**config.mk**
```make
export PLATFORM = sky130hd
export DESIGN_NAME = rcam_seq
export DESIGN_NICKNAME = d
export VERILOG_FILES = /design/src/rtl/rcam_pkg.sv /design/src/rtl/rcam_phase_timer.sv /design/src/rtl/rcam_fsm.sv /design/src/rtl/rcam_datapath.sv /design/src/rtl/rcam_seq.sv
export SDC_FILE = /design/constraint.sdc
export NUM_CORES = 1
export LEC_CHECK = 0
export BUFFER_PORTS_ARGS = -buffer_cell sky130_fd_sc_hd__buf_2
export CAP_MARGIN = 30
export CORE_MARGIN = 8
export CORE_UTILIZATION = 54
export DETAILED_ROUTE_END_ITERATION = 8
export PLACE_DENSITY = 0.82
export RECOVER_POWER = 25
export SYNTH_ARGS = -nofsm -noshare
export SYNTH_HDL_FRONTEND = slang
export SYNTH_HIERARCHICAL = 1
export SYNTH_SLANG_ARGS = --single-unit
```
**constraint.sdc**
```tcl
create_clock -name clk -period 6.9 [get_ports clk]
set_input_delay 0.69 -clock clk [delete_from_list [all_inputs] [get_ports clk]]
set_output_delay 0.69 -clock clk [all_outputs]
set_load 0.01 [all_outputs]
```
**src/rtl/rcam_pkg.sv**
```systemverilog
package rcam_pkg;

    typedef enum logic [2:0] {
        ST_IDLE,
        ST_WSETUP,
        ST_WPULSE,
        ST_WREL,
        ST_PCHG,
        ST_SSEL,
        ST_EVAL,
        ST_DONE
    } rseq_state_e;

    typedef enum logic [1:0] {
        VL_OFF  = 2'b00,
        VL_HALF = 2'b01,
        VL_FULL = 2'b10
    } vl_lvl_e;

    function automatic int max_of(input int a, input int b);
        return (a > b) ? a : b;
    endfunction

endpackage

```
**src/rtl/rcam_phase_timer.sv**
```systemverilog
module rcam_phase_timer #(
    parameter int CNT_W = 5
) (
    input  logic             clk,
    input  logic             rst_n,
    input  logic             restart,
    input  logic [CNT_W-1:0] limit,
    output logic             done
);
    logic [CNT_W-1:0] cnt_q;

    assign done = (cnt_q == limit - CNT_W'(1));

    always_ff @(posedge clk or negedge rst_n) begin
        if (!rst_n) begin
            cnt_q <= '0;
        end else if (restart) begin
            cnt_q <= '0;
        end else if (!done) begin
            cnt_q <= cnt_q + CNT_W'(1);
        end
    end

    AST_TMR_RANGE: assert property (@(posedge clk) disable iff (!rst_n)
        cnt_q < limit) else $error("timer past phase length");

endmodule

```
**src/rtl/rcam_fsm.sv**
```systemverilog
module rcam_fsm
    import rcam_pkg::*;
#(
    parameter int CNT_W     = 5,
    parameter int SETUP_CYC = 1,
    parameter int WR_CYC    = 22,
    parameter int PCHG_CYC  = 2,
    parameter int SEL_CYC   = 1,
    parameter int RD_CYC    = 2
) (
    input  logic             clk,
    input  logic             rst_n,
    input  logic             req_valid,
    input  logic             req_write,
    input  logic             tmr_done,
    output logic             tmr_restart,
    output logic [CNT_W-1:0] phase_len,
    output logic             req_fire,
    output logic             ready,
    output logic             wsel_en,
    output logic             ssel,
    output logic             pchg,
    output logic             bus_oe,
    output logic [1:0]       vl,
    output logic             capture,
    output logic             rsp_valid
);
    rseq_state_e state_q, state_d;

    assign req_fire    = req_valid && ready;
    assign tmr_restart = (state_d != state_q);

    always_ff @(posedge clk or negedge rst_n) begin
        if (!rst_n) state_q <= ST_IDLE;
        else        state_q <= state_d;
    end

    always_comb begin
        state_d = state_q;
        unique case (state_q)
            ST_IDLE:   if (req_fire) state_d = req_write ? ST_WSETUP : ST_PCHG;
            ST_WSETUP: if (tmr_done) state_d = ST_WPULSE;
            ST_WPULSE: if (tmr_done) state_d = ST_WREL;
            ST_WREL:   state_d = ST_IDLE;
            ST_PCHG:   if (tmr_done) state_d = ST_SSEL;
            ST_SSEL:   if (tmr_done) state_d = ST_EVAL;
            ST_EVAL:   if (tmr_done) state_d = ST_DONE;
            ST_DONE:   state_d = ST_IDLE;
            default:   state_d = ST_IDLE;
        endcase
    end

    always_comb begin
        ready     = 1'b0;
        wsel_en   = 1'b0;
        ssel      = 1'b0;
        pchg      = 1'b0;
        bus_oe    = 1'b0;
        vl        = VL_OFF;
        capture   = 1'b0;
        rsp_valid = 1'b0;
        phase_len = CNT_W'(1);
        unique case (state_q)
            ST_IDLE: ready = 1'b1;
            ST_WSETUP: begin
                wsel_en   = 1'b1;
                bus_oe    = 1'b1;
                phase_len = CNT_W'(SETUP_CYC);
            end
            ST_WPULSE: begin
                wsel_en   = 1'b1;
                bus_oe    = 1'b1;
                vl        = VL_HALF;
                phase_len = CNT_W'(WR_CYC);
            end
            ST_WREL: ;
            ST_PCHG: begin
                pchg      = 1'b1;
                bus_oe    = 1'b1;
                phase_len = CNT_W'(PCHG_CYC);
            end
            ST_SSEL: begin
                ssel      = 1'b1;
                bus_oe    = 1'b1;
                phase_len = CNT_W'(SEL_CYC);
            end
            ST_EVAL: begin
                ssel      = 1'b1;
                bus_oe    = 1'b1;
                vl        = VL_FULL;
                capture   = tmr_done;
                phase_len = CNT_W'(RD_CYC);
            end
            ST_DONE: rsp_valid = 1'b1;
            default: ;
        endcase
    end

    AST_RSP_PULSE: assert property (@(posedge clk) disable iff (!rst_n)
        rsp_valid |=> !rsp_valid) else $error("response longer than one cycle");
    AST_FULL_AFTER_SEL: assert property (@(posedge clk) disable iff (!rst_n)
        $rose(vl == VL_FULL) |-> $past(ssel) && !$past(pchg)) else $error("full level before select");

endmodule

```
**src/rtl/rcam_datapath.sv**
```systemverilog
module rcam_datapath #(
    parameter int ROWS   = 8,
    parameter int WORD_W = 8,
    parameter int ROW_W  = 3
) (
    input  logic              clk,
    input  logic              rst_n,
    input  logic              req_fire,
    input  logic [ROW_W-1:0]  req_row,
    input  logic [WORD_W-1:0] req_data,
    input  logic              wsel_en,
    input  logic              bus_oe,
    input  logic              capture,
    input  logic [ROWS-1:0]   ml_n,
    output logic [ROWS-1:0]   wsel,
    output logic [WORD_W-1:0] bus_d,
    output logic [ROWS-1:0]   match
);
    logic [ROW_W-1:0]  row_q;
    logic [WORD_W-1:0] word_q;

    always_ff @(posedge clk or negedge rst_n) begin
        if (!rst_n) begin
            row_q  <= '0;
            word_q <= '0;
        end else if (req_fire) begin
            row_q  <= req_row;
            word_q <= req_data;
        end
    end

    for (genvar r = 0; r < ROWS; r++) begin : g_row
        assign wsel[r] = wsel_en && (row_q == ROW_W'(r));

        always_ff @(posedge clk or negedge rst_n) begin
            if (!rst_n)       match[r] <= 1'b0;
            else if (capture) match[r] <= ~ml_n[r];
        end
    end

    assign bus_d = bus_oe ? word_q : '0;

endmodule

```
**src/rtl/rcam_seq.sv**
```systemverilog
module rcam_seq
    import rcam_pkg::*;
#(
    parameter int ROWS      = 8,
    parameter int WORD_W    = 8,
    parameter int SETUP_CYC = 1,
    parameter int WR_CYC    = 22,
    parameter int PCHG_CYC  = 2,
    parameter int SEL_CYC   = 1,
    parameter int RD_CYC    = 2,
    localparam int ROW_W    = (ROWS > 1) ? $clog2(ROWS) : 1
) (
    input  logic              clk,
    input  logic              rst_n,
    input  logic              req_valid,
    output logic              req_ready,
    input  logic              req_write,
    input  logic [ROW_W-1:0]  req_row,
    input  logic [WORD_W-1:0] req_data,
    output logic              rsp_valid,
    output logic [ROWS-1:0]   rsp_match,
    output logic [ROWS-1:0]   wsel,
    output logic              ssel,
    output logic [1:0]        vl_lvl,
    output logic              pchg,
    output logic              bus_oe,
    output logic [WORD_W-1:0] bus_d,
    input  logic [ROWS-1:0]   ml_n
);
    localparam int MAX_LEN = max_of(max_of(max_of(SETUP_CYC, WR_CYC),
                                           max_of(PCHG_CYC, SEL_CYC)), RD_CYC);
    localparam int CNT_W   = $clog2(MAX_LEN + 1);

    logic             tmr_restart;
    logic             tmr_done;
    logic [CNT_W-1:0] phase_len;
    logic             req_fire;
    logic             wsel_en;
    logic             capture;

    rcam_phase_timer #(.CNT_W(CNT_W)) u_timer (
        .clk     (clk),
        .rst_n   (rst_n),
        .restart (tmr_restart),
        .limit   (phase_len),
        .done    (tmr_done)
    );

    rcam_fsm #(
        .CNT_W     (CNT_W),
        .SETUP_CYC (SETUP_CYC),
        .WR_CYC    (WR_CYC),
        .PCHG_CYC  (PCHG_CYC),
        .SEL_CYC   (SEL_CYC),
        .RD_CYC    (RD_CYC)
    ) u_fsm (
        .clk         (clk),
        .rst_n       (rst_n),
        .req_valid   (req_valid),
        .req_write   (req_write),
        .tmr_done    (tmr_done),
        .tmr_restart (tmr_restart),
        .phase_len   (phase_len),
        .req_fire    (req_fire),
        .ready       (req_ready),
        .wsel_en     (wsel_en),
        .ssel        (ssel),
        .pchg        (pchg),
        .bus_oe      (bus_oe),
        .vl          (vl_lvl),
        .capture     (capture),
        .rsp_valid   (rsp_valid)
    );

    rcam_datapath #(
        .ROWS   (ROWS),
        .WORD_W (WORD_W),
        .ROW_W  (ROW_W)
    ) u_dp (
        .clk      (clk),
        .rst_n    (rst_n),
        .req_fire (req_fire),
        .req_row  (req_row),
        .req_data (req_data),
        .wsel_en  (wsel_en),
        .bus_oe   (bus_oe),
        .capture  (capture),
        .ml_n     (ml_n),
        .wsel     (wsel),
        .bus_d    (bus_d),
        .match    (rsp_match)
    );

    AST_VL_LEGAL: assert property (@(posedge clk) disable iff (!rst_n)
        vl_lvl != 2'b11) else $error("illegal VL code");
    AST_HALF_NEEDS_ROW: assert property (@(posedge clk) disable iff (!rst_n)
        (vl_lvl == VL_HALF) |-> (wsel != '0)) else $error("half level without row");
    AST_FULL_NEEDS_SSEL: assert property (@(posedge clk) disable iff (!rst_n)
        (vl_lvl == VL_FULL) |-> ssel) else $error("full level without search select");
    AST_WSEL_ONEHOT: assert property (@(posedge clk) disable iff (!rst_n)
        $onehot0(wsel)) else $error("several rows selected");
    AST_NO_BUS_CLASH: assert property (@(posedge clk) disable iff (!rst_n)
        (wsel != '0) |-> (!ssel && !pchg)) else $error("write and search overlap");
    AST_PCHG_EXCL: assert property (@(posedge clk) disable iff (!rst_n)
        pchg |-> (!ssel && vl_lvl == VL_OFF)) else $error("precharge during evaluation");
    AST_READY_IDLE: assert property (@(posedge clk) disable iff (!rst_n)
        req_ready |-> (wsel == '0 && !ssel && !pchg && !bus_oe)) else $error("ready while busy");
    AST_MATCH_HOLD: assert property (@(posedge clk) disable iff (!rst_n)
        !$past(rsp_valid) && !rsp_valid |-> $stable(rsp_match)) else $error("match changed without response");

endmodule

```
Word level (Yosys, flattened, before mapping)
Index checks and enable logic that the tools add are counted.
{"block": "word_totals", "regBits": 27, "input_bits": 23, "output_inout_bits": 31, "word_cells": 75}
{"block": "classes", "add_sub_neg": 2, "n_eq_ne": 17, "muxes": 20, "n_bitwise": 8, "n_reduce_logical": 16}
{"cell": "$eq 3x3->1 const B", "n": 8}
{"cell": "$mux 3", "n": 7}
{"cell": "$pmux 3 s7", "n": 1}
{"cell": "$eq 3x2->1 const B", "n": 4}
{"cell": "$mux 5", "n": 2}
{"cell": "$pmux 5 s2", "n": 1}
{"cell": "$logic_and 1x1->1", "n": 9}
{"cell": "$mux 8", "n": 1}
{"cell": "$not 1->1", "n": 8}
{"cell": "$reduce_or 2->1", "n": 4}
{"cell": "$mux 1", "n": 7}
{"cell": "$eq 3x1->1 const B", "n": 2}
{"cell": "$logic_not 3->1", "n": 2}
{"cell": "$add 5x1->5 const B", "n": 1}
{"cell": "$eq 5x5->1", "n": 1}
{"cell": "$reduce_or 5->1", "n": 1}
{"cell": "$sub 5x1->5 const B", "n": 1}
{"cell": "$pmux 2 s2", "n": 1}
{"cell": "$ne 3x3->1", "n": 1}
{"cell": "$ne 2x2->1 const B", "n": 1}

Logic depth before layout (Yosys ltp)
Gate-level depths: netlist of run 1.
{"block": "logic_depth", "word_depth": 9, "ltp_mapped": 13, "depth_no_buf": 12}

By module
The synthesis of run 1 kept the hierarchy.
{"module": "rcam_datapath", "instances": 1, "cells_per_inst": 69, "area_each_um2": 872.1, "seq_area_each_um2": 475.5}
{"module": "rcam_phase_timer", "instances": 1, "cells_per_inst": 47, "area_each_um2": 422.9, "seq_area_each_um2": 125.1}
{"module": "rcam_fsm", "instances": 1, "cells_per_inst": 39, "area_each_um2": 307.8, "seq_area_each_um2": 75.1}

Worst setup path after synthesis of run 1
No wires, ideal clock.
{"block": "synth_path", "path_kind": "reg-to-reg", "start": "register u_fsm.state_q[0]", "end": "register u_timer.cnt_q[2]", "setup_ps": 64, "arrival_time_ps": 2845, "required_time_ps": 6836, "setup_slack_ps": 3991, "stages_incl_launch_ff": 14, "path_buffers": 3, "synth_period_minus_slack_ps": 2909, "path_cell_list": "dfrtp_1 -> buf_6 -> buf_2 -> nand2b_1 -> nor2_1 -> buf_4 -> xor2_1 -> o31ai_2 -> o31ai_2 -> nor2_1 -> or3b_2 -> o311a_1 -> and2b_1 -> mux2_4"}
{"block": "synth_between", "elab_chain_cells": 9, "word_cells_on_any_way": 25, "classes_between": "add/sub (1); eq/ne (10); mux (10); reduce/logical (4)"}
{"element": "start: declaration", "line_no": "rcam_fsm.sv:28", "text": "rseq_state_e state_q, state_d;"}
{"element": "start signal: assignment", "line_no": "rcam_fsm.sv:35", "text": "else state_q <= state_d;"}
{"element": "$eq 3x3->1", "line_no": "rcam_fsm.sv:63", "text": "unique case (state_q)"}
{"element": "$reduce_or 2->1 (no source line)"}
{"element": "$pmux 5 s2 (*)", "line_no": "rcam_fsm.sv:63"}
{"element": "named net phase_len[2]", "line_no": "rcam_seq.sv:36", "text": "logic [CNT_W-1:0] phase_len;"}
{"element": "$sub 5x1->5 (*)", "line_no": "rcam_phase_timer.sv:12", "text": "assign done = (cnt_q == limit - CNT_W'(1));"}
{"element": "$eq 5x5->1 (*)", "line_no": "rcam_phase_timer.sv:12"}
{"element": "named net tmr_done", "line_no": "rcam_seq.sv:35", "text": "logic tmr_done;"}
{"element": "$mux 3 (on tied branches)"}
{"element": "$pmux 3 s7 (*)", "line_no": "rcam_fsm.sv:40", "text": "unique case (state_q)"}
{"element": "$ne 3x3->1 (*)", "line_no": "rcam_fsm.sv:31", "text": "assign tmr_restart = (state_d != state_q);"}
{"element": "named net tmr_restart", "line_no": "rcam_seq.sv:34", "text": "logic tmr_restart;"}
{"element": "$ne 2x2->1 (no source line) or $mux 5 (tied branches)"}
{"element": "end signal: assignment", "line_no": "rcam_phase_timer.sv:20", "text": "cnt_q <= cnt_q + CNT_W'(1);"}
{"element": "end: declaration", "line_no": "rcam_phase_timer.sv:10", "text": "logic [CNT_W-1:0] cnt_q;"}
The timed path passes the listed nets; every way through them passes the cells marked *.
A chain may end at the register's enable or synchronous reset.

Worst setup path after layout of run 1
{"block": "layout_path", "start": "register u_fsm.state_q[1]", "end": "register u_timer.cnt_q[2]"}
The elaborated chain is that of the path after synthesis.

==> results.ini, run 1 <==
[outcome]
status=complete, no violations

[power]
combinationalPowerShare_pct=54.7
leakage_nw=0.942
pwr_density_cell_nw_per_um2=414
pwr-share-clk_pct=8.8
p_sw_share_pct=41.4
intPower_w=0.000454
vdd_drop_max_mv=0.273
switchingPower_w=0.000321
p_seq_share_pct=36.5

[critical_path]
max_stage_delay_ns=0.62
worstSetupPathType=register to register
path_depth=12
cp_max_fo=16
crit_family=simple AND/OR/NAND/NOR gates
timing.critical_path.cells=nor2_1 > or2_2 > inv_1 > ha_1 > nand2_1 > o31ai_2 > o31ai_2 > nor2_1 > or3b_2 > o311a_1 > and2b_1 > mux2_4
worstPathRequired_ns=7.12
cp_slowest_cell=dfrtp_1
cp-end-kind=register
path_buf_inv=1
r2r_cells=12
cp-start-kind=register
arrival_ns=3.36

[synth]
async_flop_share_pct=100
syn-num-nets=180
synth_cell_types=40
synth_top_area_share_pct=42.2
synth_flop_cell=dfrtp_1
synth_most_common_cell=dfrtp_1
synth_edf_count=0
yosysSeqAreaShare_pct=42.2
syn_avg_cell_area_sq_um=10.3
syn-cell-area_sq_um=1600
yosys_warnings=6
synth_area_leaders=dfrtp_1 42%, mux2_4 10%, mux2i_1 5.0%, and2_1 3.9%, nor2_1 3.7%
synth_commonest_cells=27 x dfrtp_1, 16 x nor2_1, 11 x inv_1, 11 x mux2_4, 10 x and2_1
ys_seq_elements=27
synth_cells=155
synth.largest_area_cell=dfrtp_1

[sta]
rsz0062_at_grt=false
finalCriticalPeriod_ns=3.14
final_hold_viol_count=0
slew_headroom_pct=9.31
worstMarginPinSlew_ns=1.36
tns_ns=0
setup_viol=0
finClkSkew_ns=0.00645
finalCritPeriodShare_pct=45.5
maxSlewViolCount=0
hold_slack_ns=0.519
max_freq_mhz=318

[global_route]
grtUsageTotal_pct=14.2
grt_pass1_wl_mm=5.91
grt_max_degree=28
antenna_found_initial=0
overflow=0
grt_pass1_vias=1301

[job]
max_cap_viol_count=0

[finish]
diodes=0
final_nets=229
final_area_sq_um=1870
drive_gt1_share_pct=36.9
fin_cells=234
area_growth_pct=16.8

[detailed_routing]
drtIter0Drc=40
drt-pass1-iter-count=4
vias_per_cell=5.38
drc=0
wl_per_cell_microns=15.0
antenna_left=0
routed_wirelength_mm=3.51
vias=1259

[clock_network]
postCtsSetupBuffers=0
clkTransAtPathRegs_ns=0.15
ctsHoldBuffers=0
cts_root_buf=clkbuf_4
cts_tree=done
cts_buffers=3
cts_sinks=27
cts_buffer_depth=2
clock_latency_ns=0.32
cts_resized=0
htree_levels=1

[place]
portBuffers=53
gp_congestion=0.762
place_inst=230
dpl_cell_area_sq_um=1840
dpl.hpwl_mm=2.78

[floorplan]
rows=19
die_w_microns=70.5
die_area_sq_um=4970
io_pins=54
start_util_pct=57.6
coreArea_sq_um=2780
die_y_microns=70.5

[worst_hold_path]
hold_path_depth=1
hold_path.class=register to register

## kinds of logic after synthesis
| kind of cell | share of synthesized area, % |
|---|---|
| other | 0.234 |
| adder cells (fa/ha/maj) | 1.56 |
| AO/OA/AOI/OAI | 7.81 |
| XOR/XNOR | 3.83 |
| AND/OR/NAND/NOR | 19.8 |
| flip-flops | 42.2 |
| multiplexers | 18.1 |
| buffers and inverters | 6.56 |
## sequential cells by signal (all words and copies together) (netlist names)
register,flops
u_dp/match,8
u_dp/word_q,8
u_timer/cnt_q,5
u_dp/row_q,3
u_fsm/state_q,3
## path summary, 6_finish.rpt
path | startpoint | endpoint | slack [ns]
min in group asynchronous | rst_n | u_dp/match[4]$_DFFE_PN0P_ | 0.65
worst max-delay path | u_fsm/state_q[1]$_DFF_PN0_ | u_timer/cnt_q[2]$_DFFE_PN0P_ | 3.76
max in group asynchronous | rst_n | u_fsm/state_q[1]$_DFF_PN0_ | 5.46
worst max register to register | u_fsm/state_q[1]$_DFF_PN0_ | u_timer/cnt_q[2]$_DFFE_PN0P_ | 3.76
worst min register to register | u_dp/word_q[7]$_DFFE_PN0P_ | u_dp/word_q[7]$_DFFE_PN0P_ | 0.52
worst min-delay path | u_dp/word_q[7]$_DFFE_PN0P_ | u_dp/word_q[7]$_DFFE_PN0P_ | 0.52
## per-stage QoR
step	setup WS, ns	total power (W)	util (%)
6_report	3.76	0.000775	67.3
5_1_grt	3.50	0.000839	67.3
4_1_cts	3.77	0.000781	67.3
3_5_place_dp	3.78	0.000710	66.3
3_3_place_gp	3.93	0.000693	66.3
2_1_floorplan	3.99	0.000595	-
## power by group through the flow
| stage | logic (W) | registers (W) | clock network, W |
|---|---|---|---|
| 2_1_floorplan | 0.000333 | 0.000262 | 0 |
| 3_3_place_gp | 0.000413 | 0.000280 | 0 |
| 3_5_place_dp | 0.000425 | 0.000285 | 0 |
| 4_1_cts | 0.000428 | 0.000283 | 0.0000708 |
| 5_1_grt | 0.000467 | 0.000295 | 0.0000775 |
| 6_report | 0.000424 | 0.000283 | 0.0000680 |
## worst reg2reg max path, stage by stage, from the launching register on
cell and delay (ns):
dfrtp_1 0.62, nor2_1 0.11, or2_2 0.32, inv_1 0.07, ha_1 0.21, nand2_1 0.08, o31ai_2 0.25, o31ai_2 0.14
nor2_1 0.28, or3b_2 0.18, o311a_1 0.32, and2b_1 0.22, mux2_4 0.25
## layout by cell type, fill, tap and decap left out, drive strengths merged
master / netlist / layout
clkinvlp: 0 / 1
dfrtp: 27 / 27
a21bo: 1 / 1
o31a: 1 / 1
conb: 1 / 1
o31ai: 2 / 2
o21ai: 3 / 3
a21boi: 2 / 2
or3b: 1 / 1
o311a: 1 / 1
o41ai: 1 / 1
nand2b: 5 / 5
nand2: 4 / 4
and2: 10 / 10
nand3: 4 / 4
or2: 1 / 1
nor2: 16 / 16
nand3b: 1 / 1
ha: 2 / 2
nor3: 7 / 7
and2b: 1 / 1
nor3b: 2 / 2
and3: 2 / 2
mux2: 15 / 15
xnor2: 2 / 2
clkbuf: 1 / 4
a2111oi: 1 / 1
inv: 11 / 11
buf: 8 / 52
a21oi: 4 / 4
xor2: 5 / 5
or4: 1 / 1
mux2i: 8 / 8
and3b: 1 / 1
nor2b: 3 / 3
## layout make-up
class | count | area [sq um]
well taps | 31 | 38.8
flip-flops and latches | 27 | 676
clock inverters | 1 | 7.51
clock buffers | 3 | 22.5
repair buffers | 53 | 264
inverters | 11 | 41.3
fillers | 212 | 910
multi-input cells | 108 | 822
## layer usage
metal | global-route usage, % | wire, microns | up-vias | part of all wire [%]
met3 | 4.94 | 317 | 6 | 9.0
li1 | - | - | 615 | -
met2 | 25.5 | 1780 | 57 | 51
met5 | 0 | 0 | - | 0
met4 | 4.69 | 51 | 0 | 1.5
met1 | 15.0 | 1360 | 581 | 39
Power figures use the tool's default switching activity.
==> inputs of run 2 (changes only) <==
--- a/config.mk
+++ b/config.mk
@@ -8,9 +8,9 @@
 export BUFFER_PORTS_ARGS = -buffer_cell sky130_fd_sc_hd__buf_2
 export CAP_MARGIN = 30
 export CORE_MARGIN = 8
-export CORE_UTILIZATION = 54
+export CORE_UTILIZATION = 50
 export DETAILED_ROUTE_END_ITERATION = 8
-export PLACE_DENSITY = 0.82
+export PLACE_DENSITY = 0.76
 export RECOVER_POWER = 25
 export SYNTH_ARGS = -nofsm -noshare
 export SYNTH_HDL_FRONTEND = slang
==> constraint.sdc (replaced) <==
create_clock -name clk -period 3 [get_ports clk]
set_input_delay 0.3 -clock clk [delete_from_list [all_inputs] [get_ports clk]]
set_output_delay 0.3 -clock clk [all_outputs]
set_load 0.01 [all_outputs]
==> run 2 against run 1 <==
Against the previous run:
- cell count increased by 7.3%
- critical path depth down 2
- power rose by 140%
- first-iteration DRC count grew 20%
- critical endpoint unchanged
- largest cell class unchanged
==> results.ini, run 2 (synthesized netlist as in run 1, its figures left out) <==
[global_route]
overflow=0
antenna_found_initial=0
grt_pass1_wl_mm=5.87
grt_pass1_vias=1319
grtUsageTotal_pct=13.7
grt_max_degree=28

[detailed_routing]
drc=0
drt-pass1-iter-count=4
routed_wirelength_mm=3.62
drtIter0Drc=48
vias=1251
wl_per_cell_microns=14.4
vias_per_cell=4.98
antenna_left=0

[job]
max_cap_viol_count=0

[floorplan]
rows=20
coreArea_sq_um=3050
die_w_microns=72.6
io_pins=54
die_y_microns=72.6
start_util_pct=52.5
die_area_sq_um=5270

[sta]
rsz0062_at_grt=false
final_hold_viol_count=0
maxSlewViolCount=0
setup_viol=0
finalCriticalPeriod_ns=2.83
worstMarginPinSlew_ns=1.37
max_freq_mhz=353
slew_headroom_pct=8.63
finalCritPeriodShare_pct=94.3
hold_slack_ns=0.142
tns_ns=0
finClkSkew_ns=0.00611

[critical_path]
worstPathRequired_ns=3.26
cp-start-kind=register
timing.critical_path.cells=nand2b_1 > nor2_2 > xor2_1 > o31ai_4 > o31ai_4 > nor2_2 > or3b_2 > o311a_4 > and2b_1 > mux2_4
r2r_cells=10
worstSetupPathType=register to register
arrival_ns=3.09
max_stage_delay_ns=0.47
r2r_start=u_fsm/state_q[0]$_DFF_PN0_
cp_max_fo=8
crit-reg2reg-capture=u_timer/cnt_q[2]$_DFFE_PN0P_
r2r_slack_ns=0.17
crit_family=simple AND/OR/NAND/NOR gates
cp_slowest_cell=or3b_2
cp-end-kind=register
path_buf_inv=0

[clock_network]
cts_buffer_depth=2
cts_tree=done
postCtsSetupBuffers=0
cts_root_buf=clkbuf_4
clock_latency_ns=0.31
cts_buffers=3
htree_levels=1
clkTransAtPathRegs_ns=0.14
cts_sinks=27

[worst_hold_path]
hold_start=ml_n[2]
hold_path_depth=2
hold_path.class=primary input to register
worstHoldEndpoint=u_dp/match[2]$_DFFE_PN0P_

[finish]
multiInputGateArea_sq_um=856
diodes=0
final_nets=233
drive_gt1_share_pct=39.1
final_common_cell=buf_2
fillers=279
top_regs=u_dp/match x8, u_dp/word_q x8, u_timer/cnt_q x5
area_growth_pct=21.8
seqCellArea_sq_um=676
final_cell_mix=52 x buf_2, 27 x dfrtp_1, 14 x nor2_1

[place]
dpl.hpwl_mm=2.84
portBuffers=53
gp_congestion=0.797

[power]
intPower_w=0.00109
p_sw_share_pct=41.5
p_seq_share_pct=33.1
leakage_nw=0.970
pwr-share-clk_pct=8.0
switchingPower_w=0.000771
pwr_density_cell_nw_per_um2=953
vdd_drop_max_mv=0.599
combinationalPowerShare_pct=58.8

[outcome]
status=complete, no violations

## run 2: changes by cell type in the layout (fill, tap and decap cells not counted)
cell / delta
o31ai_4: +2
nor2_2: +2
nor2_1: -2
clkinvlp_4: -1
o311a_1: -1
clkinv_2: +1
buf_4: +3
o31ai_2: -2
dlygate4sd3_1: +1
o311a_4: +1
## run 2: worst max-delay path by stage
| stage | from | slack [ns] | endpoint | cells after the start |
|---|---|---|---|---|
| after global routing | u_fsm/state_q[1]$_DFF_PN0_ | 0.01 | u_timer/cnt_q[2]$_DFFE_PN0P_ | 12 |
| final | u_fsm/state_q[0]$_DFF_PN0_ | 0.17 | u_timer/cnt_q[2]$_DFFE_PN0P_ | 10 |
| after CTS | u_fsm/state_q[1]$_DFF_PN0_ | 0.07 | u_timer/cnt_q[2]$_DFFE_PN0P_ | 12 |
| after floorplan | u_fsm/state_q[0]$_DFF_PN0_ | 0.09 | u_timer/cnt_q[2]$_DFFE_PN0P_ | 13 |
| after detailed placement | u_fsm/state_q[1]$_DFF_PN0_ | 0.09 | u_timer/cnt_q[2]$_DFFE_PN0P_ | 12 |
| after global placement | u_fsm/state_q[1]$_DFF_PN0_ | 0.25 | u_timer/cnt_q[2]$_DFFE_PN0P_ | 12 |
## run 2: worst register-to-register path: cells and delay by family (launching register included)
kind            cells  cell delay, ns
simple gates        5            1.28
mux                 1            0.14
xor+xnor            1            0.46
compound gates      3            0.47
flops               1            0.45
## run 2: per-stage QoR
step	setup slack (ns)	cell area [sq um]	instances	power [W]	utilization (%)
floorplan	0.0914	1600	155	0.00137	-
global placement	0.246	1880	246	0.00161	61.6
detailed placement	0.0879	1880	246	0.00167	61.6
CTS	0.0744	1920	251	0.00182	62.9
global route	0.0127	1950	251	0.00201	63.9
finish	0.170	1950	251	0.00186	63.9
## run 2: timing repair
action | CTS | global route
hold buffers | 1 | 0
resized for setup | 0 | 5
hold endpoints to repair | 27 | 0
setup endpoints to repair | 0 | 4
## run 2: layout make-up
type	instances	share of cell area (%)
multi-input cells	108	43.8
well taps	44	2.82
inverters	11	2.12
clock buffers	3	1.15
flip-flops and latches	27	34.6
clock inverters	1	0.256
repair buffers	57	15.2
## run 2: metal layers
layer / vias to the layer above / global-route usage (%) / wire length [microns]
met5: - / 0 / 0
met1: 588 / 15.5 / 1530
met2: 36 / 24.8 / 1820
met3: 4 / 2.34 / 201
met4: 0 / 5.56 / 67
li1: 623 / - / -
## run 2: power groups by stage
stage	registers [W]	logic, W	clock network (W)
2_1_floorplan	0.000604	0.000765	0
3_3_place_gp	0.000609	0.00100	0
3_5_place_dp	0.000622	0.00105	0
4_1_cts	0.000614	0.00105	0.000155
5_1_grt	0.000634	0.00121	0.000170
6_report	0.000617	0.00109	0.000149
==> inputs of run 3 (changes only) <==
--- a/config.mk
+++ b/config.mk
@@ -10,8 +10,9 @@
 export CORE_MARGIN = 8
 export CORE_UTILIZATION = 50
 export DETAILED_ROUTE_END_ITERATION = 8
-export PLACE_DENSITY = 0.76
+export PLACE_DENSITY = 0.79
 export RECOVER_POWER = 25
+export REMOVE_ABC_BUFFERS = 1
 export SYNTH_ARGS = -nofsm -noshare
 export SYNTH_HDL_FRONTEND = slang
 export SYNTH_HIERARCHICAL = 1
==> run 3 against run 2 <==
Against the previous run:
- clock-buffer cell count is 1 higher
- routed wire length increased by 3.2%
- utilization fell by 0.12 points
- die area stayed put
- setup slack better by 0.031 ns
- worst hold slack got worse by 0.0046 ns
- register-to-register slack gained 0.03 ns
- critical path depth rose by 2
- maximum frequency increased by 1.1%
- global-route usage is 0.68 points higher
- critical endpoint unchanged
==> results.ini, run 3 (synthesized netlist as in run 1, its figures left out) <==
[outcome]
status=complete, no violations

[worst_hold_path]
hold_path.class=primary input to register
hold_start=ml_n[0]

[critical_path]
cp-start-kind=register
path_buf_inv=1
crit_family=simple AND/OR/NAND/NOR gates
worstSetupPathType=register to register
cp_max_fo=8
path_depth=12
crit_start=u_fsm/state_q[1]$_DFF_PN0_
critPathCapture=u_timer/cnt_q[2]$_DFFE_PN0P_
crit-reg2reg-capture=u_timer/cnt_q[2]$_DFFE_PN0P_
worstPathRequired_ns=3.27
cp_slowest_cell=or3b_2
cp-end-kind=register
max_stage_delay_ns=0.47
r2r_start=u_fsm/state_q[1]$_DFF_PN0_
r2r_cells=12
timing.critical_path.cells=nor2_1 > or2_2 > inv_1 > ha_1 > nand2b_1 > a21boi_2 > o31ai_2 > nor2_2 > or3b_2 > o311a_4 > and2b_1 > mux2_4
r2r_slack_ns=0.20
arrival_ns=3.07

[sta]
slew_headroom_pct=3.01
tns_ns=0
setup_viol=0
finalCritPeriodShare_pct=93.3
worstMarginPinSlew_ns=1.45
layout_setup_ws_ns=0.201
maxSlewViolCount=0
rsz0062_at_grt=false
max_freq_mhz=357
final_hold_viol_count=0
finClkSkew_ns=0.00283
finalCriticalPeriod_ns=2.80

[global_route]
grt_max_degree=28
grtUsageTotal_pct=14.4
overflow=0
grt_pass1_vias=1345
grt_pass1_wl_mm=6.13
antenna_found_initial=0

[floorplan]
io_pins=54
die_area_sq_um=5270
start_util_pct=52.5
rows=20
coreArea_sq_um=3050
die_y_microns=72.6
die_w_microns=72.6

[power]
vdd_drop_max_mv=0.431
leakage_nw=0.974
pwr_density_cell_nw_per_um2=961
p_total_w=0.00187

[finish]
drive_gt1_share_pct=39.2
fin_cells=253
final_common_cell=buf_2
finish.utilization_pct=63.8
final_cell_mix=52 x buf_2, 27 x dfrtp_1, 14 x nor2_1
area_growth_pct=21.5
top_regs=u_dp/match x8, u_dp/word_q x8, u_timer/cnt_q x5
fillers=273
diodes=0
final_nets=235

[place]
portBuffers=53
place_inst=248
dpl.hpwl_mm=2.93
gp_congestion=0.874
dp_slack_ns=0.109

[detailed_routing]
routed_wirelength_mm=3.73
vias=1275
drt-pass1-iter-count=4
vias_per_cell=5.04
antenna_left=0
wl_per_cell_microns=14.8
drc=0
drtIter0Drc=29

[clock_network]
cts_root_buf=clkbuf_4
cts_tree=done
htree_levels=1
cts_sinks=27
clkTransAtPathRegs_ns=0.14
clock_latency_ns=0.32
cts_buffers=3
cts_buffer_depth=2

[job]
max_cap_viol_count=0

[run 3: cell types whose count changed in the layout (fill, tap and decap cells not counted)]
cell	delta
buf_4	+2
clkbuf_1	+1
clkinv_2	-1
o31ai_2	+2
o31ai_4	-2
[run 3: metal layers]
layer | vias to the layer above | share of wire [%] | global-route usage, %
li1 | 628 | - | -
met1 | 598 | 41 | 16.3
met2 | 43 | 51 | 25.5
met3 | 6 | 5.7 | 2.88
met4 | 0 | 2.0 | 6.00
met5 | - | 0 | 0
[run 3: cell type report]
class / instances / area, sq um / share of cell area, %
multi-input combinational: 108 / 838 / 43.0
timing repair buffer: 59 / 312 / 16.0
sequential: 27 / 676 / 34.7
inverter: 11 / 41.3 / 2.12
clock buffer: 4 / 26.3 / 1.35
tap: 44 / 55.1 / 2.83
[run 3: how the worst min path moves through the flow]
| stage | to | slack (ns) | cells past startpoint |
|---|---|---|---|
| after detailed placement | u_dp/match[5]$_DFFE_PN0P_ | 0.34 | 1 |
| after global routing | u_dp/match[7]$_DFFE_PN0P_ | 0.12 | 2 |
| final | u_dp/match[0]$_DFFE_PN0P_ | 0.14 | 2 |
| after floorplan | u_dp/match[0]$_DFFE_PN0P_ | 0.004 | 0 |
| after global placement | u_timer/cnt_q[2]$_DFFE_PN0P_ | 0.33 | 1 |
| after CTS | u_dp/match[3]$_DFFE_PN0P_ | 0.13 | 2 |
[run 3: through the flow]
stage,cell area [sq um],hold WS [ns]
6_report,1950,0.137
5_1_grt,1950,0.123
2_1_floorplan,1540,0.00441
4_1_cts,1930,0.129
3_5_place_dp,1900,0.340
3_3_place_gp,1900,0.334
[run 3: where the power goes]
part           switching (W)  total (W)  internal, W
combinational       0.000555    0.00111     0.000550
sequential          0.000107   0.000611     0.000504
clock               0.000103   0.000155    0.0000520
[run 3: repair_timing]
| action | in CTS | in global routing |
|---|---|---|
| setup endpoints to repair | 0 | 3 |
| resized for setup | 0 | 3 |
| hold endpoints to repair | 27 | 0 |
| hold buffers | 1 | 0 |
| setup buffers | 0 | 0 |
